**src/rtl/slave_tmr_pkg.sv**
```systemverilog
package slave_tmr_pkg;
  localparam logic [2:0] SM_OFF    = 3'b000;
  localparam logic [2:0] SM_GATED  = 3'b101;
  localparam logic [2:0] SM_EXTCLK = 3'b111;

  // Next counter value: wrap to zero after reaching the reload value.
  function automatic logic [15:0] cnt_next(input logic [15:0] cur, input logic [15:0] top);
    return (cur == top) ? 16'd0 : cur + 16'd1;
  endfunction

  // Prescaler phase after one running clock.
  function automatic logic [15:0] psc_next(input logic [15:0] ph, input logic [15:0] div);
    return (ph == div) ? 16'd0 : ph + 16'd1;
  endfunction
endpackage

```
**src/rtl/stm_trig_sync.sv**
```systemverilog
module stm_trig_sync #(
  parameter int N_TRIG = 4,
  parameter int SEL_W  = 3
) (
  input  logic              clk,
  input  logic              rst_n,
  input  logic [SEL_W-1:0]  trig_sel,
  input  logic [N_TRIG-1:0] trig_in,
  output logic              trig_lvl,
  output logic              trig_rise
);
  logic picked;
  logic samp_q, samp_qq;

  // only codes below N_TRIG select a line, the others give a constant low
  always_comb begin
    picked = 1'b0;
    for (int i = 0; i < N_TRIG; i++) begin
      if (trig_sel == SEL_W'(i)) picked = trig_in[i];
    end
  end

  always_ff @(posedge clk or negedge rst_n) begin
    if (!rst_n) begin
      samp_q  <= 1'b0;
      samp_qq <= 1'b0;
    end else begin
      samp_q  <= picked;
      samp_qq <= samp_q;
    end
  end

  assign trig_lvl  = samp_q;
  assign trig_rise = samp_q & ~samp_qq;
endmodule

```
**src/rtl/stm_prescaler.sv**
```systemverilog
module stm_prescaler
  import slave_tmr_pkg::*;
#(
  parameter int PSC_W = 16
) (
  input  logic             clk,
  input  logic             rst_n,
  input  logic             run,
  input  logic [PSC_W-1:0] div,
  output logic             tick
);
  logic [PSC_W-1:0] phase;

  assign tick = run && (phase == div);

  // the phase is only touched while running, so it holds when the gate is low
  always_ff @(posedge clk or negedge rst_n) begin
    if (!rst_n)   phase <= '0;
    else if (run) phase <= PSC_W'(psc_next(16'(phase), 16'(div)));
  end
endmodule

```
**src/rtl/stm_counter.sv**
```systemverilog
module stm_counter
  import slave_tmr_pkg::*;
#(
  parameter int CNT_W = 16
) (
  input  logic             clk,
  input  logic             rst_n,
  input  logic             step,
  input  logic [CNT_W-1:0] reload,
  output logic [CNT_W-1:0] count,
  output logic             update
);
  always_ff @(posedge clk or negedge rst_n) begin
    if (!rst_n) begin
      count  <= '0;
      update <= 1'b0;
    end else begin
      update <= step && (count == reload);
      if (step) count <= CNT_W'(cnt_next(16'(count), 16'(reload)));
    end
  end
endmodule

```
**src/rtl/slave_timer.sv**
```systemverilog
module slave_timer
  import slave_tmr_pkg::*;
#(
  parameter int CNT_W  = 16,
  parameter int PSC_W  = 16,
  parameter int N_TRIG = 4
) (
  input  logic              clk,
  input  logic              rst_n,
  input  logic              cnt_en,
  input  logic [2:0]        slave_mode,
  input  logic [2:0]        trig_sel,
  input  logic [PSC_W-1:0]  psc_div,
  input  logic [CNT_W-1:0]  reload,
  input  logic [N_TRIG-1:0] trig_in,
  output logic [CNT_W-1:0]  count,
  output logic              update
);
  logic gate_lvl, gate_rise;
  logic mode_ext, mode_gate;
  logic psc_run, psc_tick, cnt_step;

  assign mode_ext  = (slave_mode == SM_EXTCLK);
  assign mode_gate = (slave_mode == SM_GATED);

  stm_trig_sync #(.N_TRIG(N_TRIG), .SEL_W(3)) u_sync (
    .clk(clk), .rst_n(rst_n), .trig_sel(trig_sel), .trig_in(trig_in),
    .trig_lvl(gate_lvl), .trig_rise(gate_rise)
  );

  assign psc_run = cnt_en && !mode_ext && (!mode_gate || gate_lvl);

  stm_prescaler #(.PSC_W(PSC_W)) u_psc (
    .clk(clk), .rst_n(rst_n), .run(psc_run), .div(psc_div), .tick(psc_tick)
  );

  assign cnt_step = mode_ext ? (cnt_en && gate_rise) : psc_tick;

  stm_counter #(.CNT_W(CNT_W)) u_cnt (
    .clk(clk), .rst_n(rst_n), .step(cnt_step), .reload(reload),
    .count(count), .update(update)
  );
endmodule

```
**config.mk**
```make
export PLATFORM = sky130hd
export DESIGN_NAME = slave_timer
export DESIGN_NICKNAME = d
export VERILOG_FILES = /design/src/rtl/slave_tmr_pkg.sv /design/src/rtl/stm_trig_sync.sv /design/src/rtl/stm_prescaler.sv /design/src/rtl/stm_counter.sv /design/src/rtl/slave_timer.sv
export SDC_FILE = /design/constraint.sdc
export NUM_CORES = 1
export LEC_CHECK = 0
export BUFFER_PORTS_ARGS = -buffer_cell sky130_fd_sc_hd__buf_2
export CORE_UTILIZATION = 40
export DETAILED_ROUTE_END_ITERATION = 10
export PLACE_DENSITY = 0.67
export SETUP_SLACK_MARGIN = 0.02
export SLEW_MARGIN = 20
export SYNTH_ARGS = -nofsm -noshare
export SYNTH_HDL_FRONTEND = slang
export SYNTH_HIERARCHICAL = 1
export SYNTH_SLANG_ARGS = --single-unit
```
**constraint.sdc**
```tcl
create_clock -name clk -period 5.5 [get_ports clk]
set_input_delay 1.1 -clock clk [delete_from_list [all_inputs] [get_ports clk]]
set_output_delay 1.1 -clock clk [all_outputs]
set_load 0.01 [all_outputs]
```
Word-level counts from Yosys, hierarchy flattened
Index checks and enable logic that the tools add are counted.
W data, S select, Z words.
{"block": "word_totals", "in_bits": 45, "elab_cells": 32, "out_inout_bits": 17, "ff_bits": 35}
{"block": "classes", "n_eq_ne": 7, "n_reduce_logical": 9, "bitwise": 2, "mux": 7, "add_sub_neg": 2}
{"operator": "$add A16 B1 Y16 const B", "count": 2}
{"operator": "$eq A16 B16 Y1", "count": 2}
{"operator": "$mux W16", "count": 2}
{"operator": "$eq A3 B2 Y1 const B", "count": 2}
{"operator": "$eq A3 B3 Y1 const B", "count": 2}
{"operator": "$logic_and A1 B1 Y1", "count": 5}
{"operator": "$mux W1", "count": 5}
{"operator": "$eq A3 B1 Y1 const B", "count": 1}
{"operator": "$logic_not A3 Y1", "count": 1}
{"operator": "$logic_not A1 Y1", "count": 2}
{"operator": "$and A1 B1 Y1", "count": 1}
{"operator": "$logic_or A1 B1 Y1", "count": 1}
{"operator": "$not A1 Y1", "count": 1}

Logic depth before layout (Yosys ltp)
{"block": "logic_depth", "word_depth": 7, "mapped_depth": 12, "mapped_depth_nobuf": 10}

Modules after synthesis
The synthesis kept the hierarchy.
{"module": "stm_counter", "cells_per_inst": 121, "n_inst": 1, "area_per_inst_um2": 1148.6}
{"module": "stm_prescaler", "cells_per_inst": 120, "n_inst": 1, "area_per_inst_um2": 1123.6}
{"module": "stm_trig_sync", "cells_per_inst": 5, "n_inst": 1, "area_per_inst_um2": 92.6}
{"module": "slave_timer", "cells_per_inst": 7, "n_inst": 1, "area_per_inst_um2": 38.8}

Worst setup path before layout
OpenSTA, ideal clock, no wires.
{"block": "synth_timing", "kind": "input -> register", "startpoint": "input port slave_mode[1]", "endpoint": "register u_cnt.count[13]", "required_ps": 5360, "setup_ps": 140, "stages": 12, "path_slack_ps": 2134, "path_buffers": 3, "arrival_time_ps": 3226, "path_cell_list": "nand2b_1 > a31oi_1 > clkbuf_1 > buf_1 > and2_2 > inv_1 > mux2i_1 > clkbuf_1 > nand4_1 > nor4_1 > xnor2_1 > a21oi_1"}
{"block": "synth_via", "elab_chain_cells": 6, "word_cells_on_any_way": 9, "cone_classes": "eq/ne (2); mux (1); reduce/logical (6)"}
{"element": "start, declared", "line_no": "slave_timer.sv:11", "source": "input logic [2:0] slave_mode,"}
{"element": "$eq A3 B3 Y1 (on tied branches)", "line_no": "slave_timer.sv:23, slave_timer.sv:24"}
{"element": "$logic_not A1 Y1", "line_no": "slave_timer.sv:31", "source": "assign psc_run = cnt_en && !mode_ext && (!mode_gate || gate_lvl);"}
{"element": "$logic_and A1 B1 Y1 or $logic_or A1 B1 Y1 (tied branches)", "line_no": "slave_timer.sv:31"}
{"element": "$logic_and A1 B1 Y1 (*)", "line_no": "slave_timer.sv:31"}
{"element": "via psc_run", "line_no": "slave_timer.sv:21", "source": "logic psc_run, psc_tick, cnt_step;"}
{"element": "$logic_and A1 B1 Y1 (*)", "line_no": "stm_prescaler.sv:14", "source": "assign tick = run && (phase == div);"}
{"element": "via psc_tick", "line_no": "slave_timer.sv:21"}
{"element": "$mux W1 (*)", "line_no": "slave_timer.sv:37", "source": "assign cnt_step = mode_ext ? (cnt_en && gate_rise) : psc_tick;"}
{"element": "via cnt_step", "line_no": "slave_timer.sv:21"}
{"element": "end signal, assigned", "line_no": "stm_counter.sv:19", "source": "if (step) count <= CNT_W'(cnt_next(16'(count), 16'(reload)));"}
{"element": "end, declared", "line_no": "stm_counter.sv:10", "source": "output logic [CNT_W-1:0] count,"}
Mark *: on every way through the listed nets, which the timed path passes. The rest lies on a longest branch.
A chain may end at the register's enable or synchronous reset.

Worst setup path after layout
{"block": "layout_timing", "startpoint": "input port psc_div[2]", "endpoint": "register u_cnt.count[15]"}
{"block": "layout_via", "elab_chain_cells": 3}
{"element": "start, declared", "line_no": "slave_timer.sv:13", "source": "input logic [PSC_W-1:0] psc_div,"}
{"element": "$eq A16 B16 Y1", "line_no": "stm_prescaler.sv:14"}
{"element": "$logic_and A1 B1 Y1", "line_no": "stm_prescaler.sv:14"}
{"element": "via psc_tick", "line_no": "slave_timer.sv:21"}
{"element": "$mux W1", "line_no": "slave_timer.sv:37"}
{"element": "via cnt_step", "line_no": "slave_timer.sv:21"}
The timed path passes the listed nets, and every way through them passes these cells.

==> insert_results.sql <==
INSERT INTO impl_metrics (metric_group, metric, value, unit) VALUES
('power', 'power_per_cell_area', '230', 'nW/um2'),
('grt', 'gr-usage-met1', '0.269', ''),
('grt', 'grtUsageMet3', '0.0354', ''),
('floorplan', 'floorplan.initialDensity', '0.426', ''),
('timing', 'part_of_the_cycle_the_worst_path_needs', '0.631', ''),
('clock_network', 'clock_tree_from_tritoncts', 'done', ''),
('routing', 'wl_per_cell', '14.7', 'um'),
('grt', 'antenna_found_initial', '0', ''),
('timing', 'timing.slew.headroom', '0.344', ''),
('clock_network', 'post_cts_hold_buffer_count', '0', ''),
('critical_path', 'critical_path.endpoint_type', 'register', ''),
('routing', 'dr.pass1.iters', '4', ''),
('layout', 'diodes', '0', ''),
('timing', 'setup_viol', '0', ''),
('run_status', 'run_status', 'completed', ''),
('yosys', 'library_cell_occupying_the_most_area_in_the_post_synthesis_netlist', 'sky130_fd_sc_hd__dfrtp_1', ''),
('critical_path', 'cpPeakStageDelay', '0.32', 'ns'),
('timing', 'report.final.hold_viol_count', '0', ''),
('floorplan', 'die_area', '6320', 'um2'),
('timing', 'timing.final.crit_period', '3.47', 'ns'),
('power', 'p_sw_frac', '0.296', ''),
('yosys', 'synth.cell_area', '2400', 'um2'),
('floorplan', 'die_w', '79.5', 'um'),
('floorplan', 'core_area', '5640', 'um2'),
('timing', 'fin_ws', '2.03', 'ns'),
('yosys', 'postSynthRegisterBits', '35', ''),
('place', 'place_congestion', '0.783', ''),
('routing', 'vias', '2053', ''),
('timing', 'rsz0062_at_grt', 'false', ''),
('yosys', 'synth_common_cells', '38 x sky130_fd_sc_hd__xnor2_1, 35 x sky130_fd_sc_hd__dfrtp_1, 22 x sky130_fd_sc_hd__nand4_1, 20 x sky130_fd_sc_hd__a21oi_1, 15 x sky130_fd_sc_hd__nand2_1', ''),
('timing', 'timing_worst_slew_pin_value', '0.976', 'ns'),
('critical_path', 'crit_path_start_kind', 'input pin', ''),
('clock_network', 'postCtsResizedCells', '0', ''),
('yosys', 'number_of_cells_produced_by_synthesis', '253', ''),
('yosys', 'synthMostInstantiatedCell', 'sky130_fd_sc_hd__xnor2_1', ''),
('layout', 'finish.net_count', '349', ''),
('layout', 'final_layout_size_suffix_gt1_frac', '0.327', ''),
('grt', 'wire_length_of_the_first_global_routing_pass', '8910', 'um'),
('clock_network', 'clk_pin_slew_worst_paths', '0.07', 'ns'),
('timing', 'finalClockSkew', '0.00963', 'ns'),
('min_path', 'worstHoldPathType', 'register to register', ''),
('timing', 'achievable-frequency', '288', 'MHz'),
('yosys', 'share_of_the_synthesized_area_in_the_top_cell_type', '0.364', ''),
('clock_network', 'h-tree-depth', '2', ''),
('grt', 'globalRouteTotalUtil', '0.185', ''),
('timing', 'fin_tns_setup', '0', 'ns'),
('power', 'p_sw', '0.000190', 'W'),
('min_path', 'min_from', 'u_sync/trig_lvl', ''),
('power', 'power.internal', '0.000452', 'W'),
('yosys', 'ys.warnings.count', '6', ''),
('clock_network', 'cts_setup_buffers', '0', ''),
('routing', 'post-route-drc-count', '0', ''),
('yosys', 'syn_nets', '300', ''),
('critical_path', 'worstPathRequired', '5.71', 'ns'),
('grt', 'grt_use_met2', '0.274', ''),
('timing', 'drv_slew', '0', ''),
('yosys', 'post_synth.cell_area_avg', '9.50', 'um2'),
('yosys', 'ys_seq_area_frac', '0.364', ''),
('run', 'drv_cap', '0', ''),
('place', 'portBuffers', '61', ''),
('clock_network', 'clk-insertion-delay-late', '0.30', 'ns'),
('grt', 'grt_overflow', '0', ''),
('grt', 'grt_busiest_layer', 'met2', ''),
('clock_network', 'clkSinkCount', '35', ''),
('layout', 'layoutNonFillerInstCount', '375', ''),
('layout', 'area_delta_synth_final', '16.0', '%'),
('routing', 'via_per_inst', '5.47', ''),
('clock_network', 'ctsLongestPathBuffers', '2', ''),
('place', 'pre_cts_slack', '1.73', 'ns'),
('clock_network', 'numCtsBuffers', '5', ''),
('critical_path', 'cp.arrival', '3.68', 'ns');
[layout make-up]
| cell class | count | area [um2] |
|---|---|---|
| clock buffers | 8 | 100 |
| fillers | 536 | 2850 |
| inverters | 8 | 30.0 |
| multi-input cells | 188 | 1370 |
| flip-flops and latches | 35 | 876 |
| well taps | 72 | 90.1 |
| repair buffers | 64 | 328 |
[cells in the final DEF (no fill, tap or decap), types with 3 or more instances in the layout]
cell type | Yosys | routed
sky130_fd_sc_hd__nand2_1 | 15 | 15
sky130_fd_sc_hd__a21oi_1 | 20 | 20
sky130_fd_sc_hd__o21ai_0 | 4 | 4
sky130_fd_sc_hd__nand4_1 | 22 | 22
sky130_fd_sc_hd__xnor2_1 | 38 | 38
sky130_fd_sc_hd__nand2b_1 | 5 | 5
sky130_fd_sc_hd__xor2_1 | 10 | 10
sky130_fd_sc_hd__buf_4 | 2 | 3
sky130_fd_sc_hd__and3_1 | 6 | 6
sky130_fd_sc_hd__o211ai_1 | 4 | 4
sky130_fd_sc_hd__o22ai_2 | 4 | 4
sky130_fd_sc_hd__buf_2 | 4 | 61
sky130_fd_sc_hd__a31oi_1 | 5 | 4
sky130_fd_sc_hd__or2_2 | 6 | 6
sky130_fd_sc_hd__a21oi_2 | 4 | 4
sky130_fd_sc_hd__dfrtp_1 | 35 | 35
sky130_fd_sc_hd__nand3_1 | 9 | 9
sky130_fd_sc_hd__nor4_1 | 4 | 4
sky130_fd_sc_hd__inv_1 | 8 | 8
sky130_fd_sc_hd__clkbuf_8 | 0 | 7
[per-layer routing]
layer,wire length [um],vias up
met5,0,-
met1,2670,990
met4,67,0
li1,-,998
met2,2530,58
met3,240,7
[power by group through the flow]
| stage | clock, W | combinational [W] | sequential (W) |
|---|---|---|---|
| after floorplan | 0 | 0.0000878 | 0.000303 |
| after global placement | 0 | 0.000121 | 0.000313 |
| after detailed placement | 0 | 0.000123 | 0.000313 |
| after CTS | 0.000213 | 0.000124 | 0.000308 |
| after global routing | 0.000227 | 0.000136 | 0.000314 |
| final | 0.000210 | 0.000123 | 0.000309 |
[state kept, by name, indices dropped and copies added (netlist names)]
| name | count |
|---|---|
| u_psc/phase | 16 |
| u_cnt/count | 16 |
| u_sync/trig_lvl | 1 |
| u_sync/samp_qq | 1 |
| u_cnt/update | 1 |
[through the flow]
step / cell area (um2) / hold slack [ns] / total power (W) / util
finish: 2790 / 0.404 / 0.000641 / 0.494
global route: 2790 / 0.418 / 0.000677 / 0.494
CTS: 2790 / 0.407 / 0.000645 / 0.494
detailed placement: 2690 / 0.392 / 0.000436 / 0.477
global placement: 2690 / 0.393 / 0.000434 / 0.477
floorplan: 2400 / 0.368 / 0.000391 / -
[worst paths after layout]
kind / end / slack (ns) / depth (start not counted)
setup / recovery: u_cnt/count[15] / 2.03 / 13
hold / removal: u_sync/samp_qq / 0.40 / 0
setup reg to reg: u_cnt/count[15] / 2.41 / 12
hold reg to reg: u_sync/samp_qq / 0.40 / 0
max in group asynchronous: u_cnt/count[5] / 4.08 / 1
min in group asynchronous: u_psc/phase[2] / 0.90 / 1
[worst max-delay path, delay by kind of cell]
kind	cells	cell delay, ns
AOI/OAI and AO/OA	1	0.15
xor gates and xnor gates	1	0.16
buffers and inverters	4	0.75
muxes	1	0.15
and+or+nand+nor	6	1.39
[cells by family after synthesis]
group,after synthesis,synth area share
AOI/OAI and AO/OA,51,0.144
adders and majority gates,2,0.0104
and+or+nand+nor,85,0.221
DFF,35,0.364
xor gates and xnor gates,48,0.175
muxes,2,0.0135
buffers and inverters,30,0.0718
(Power assumes the default switching activity.)
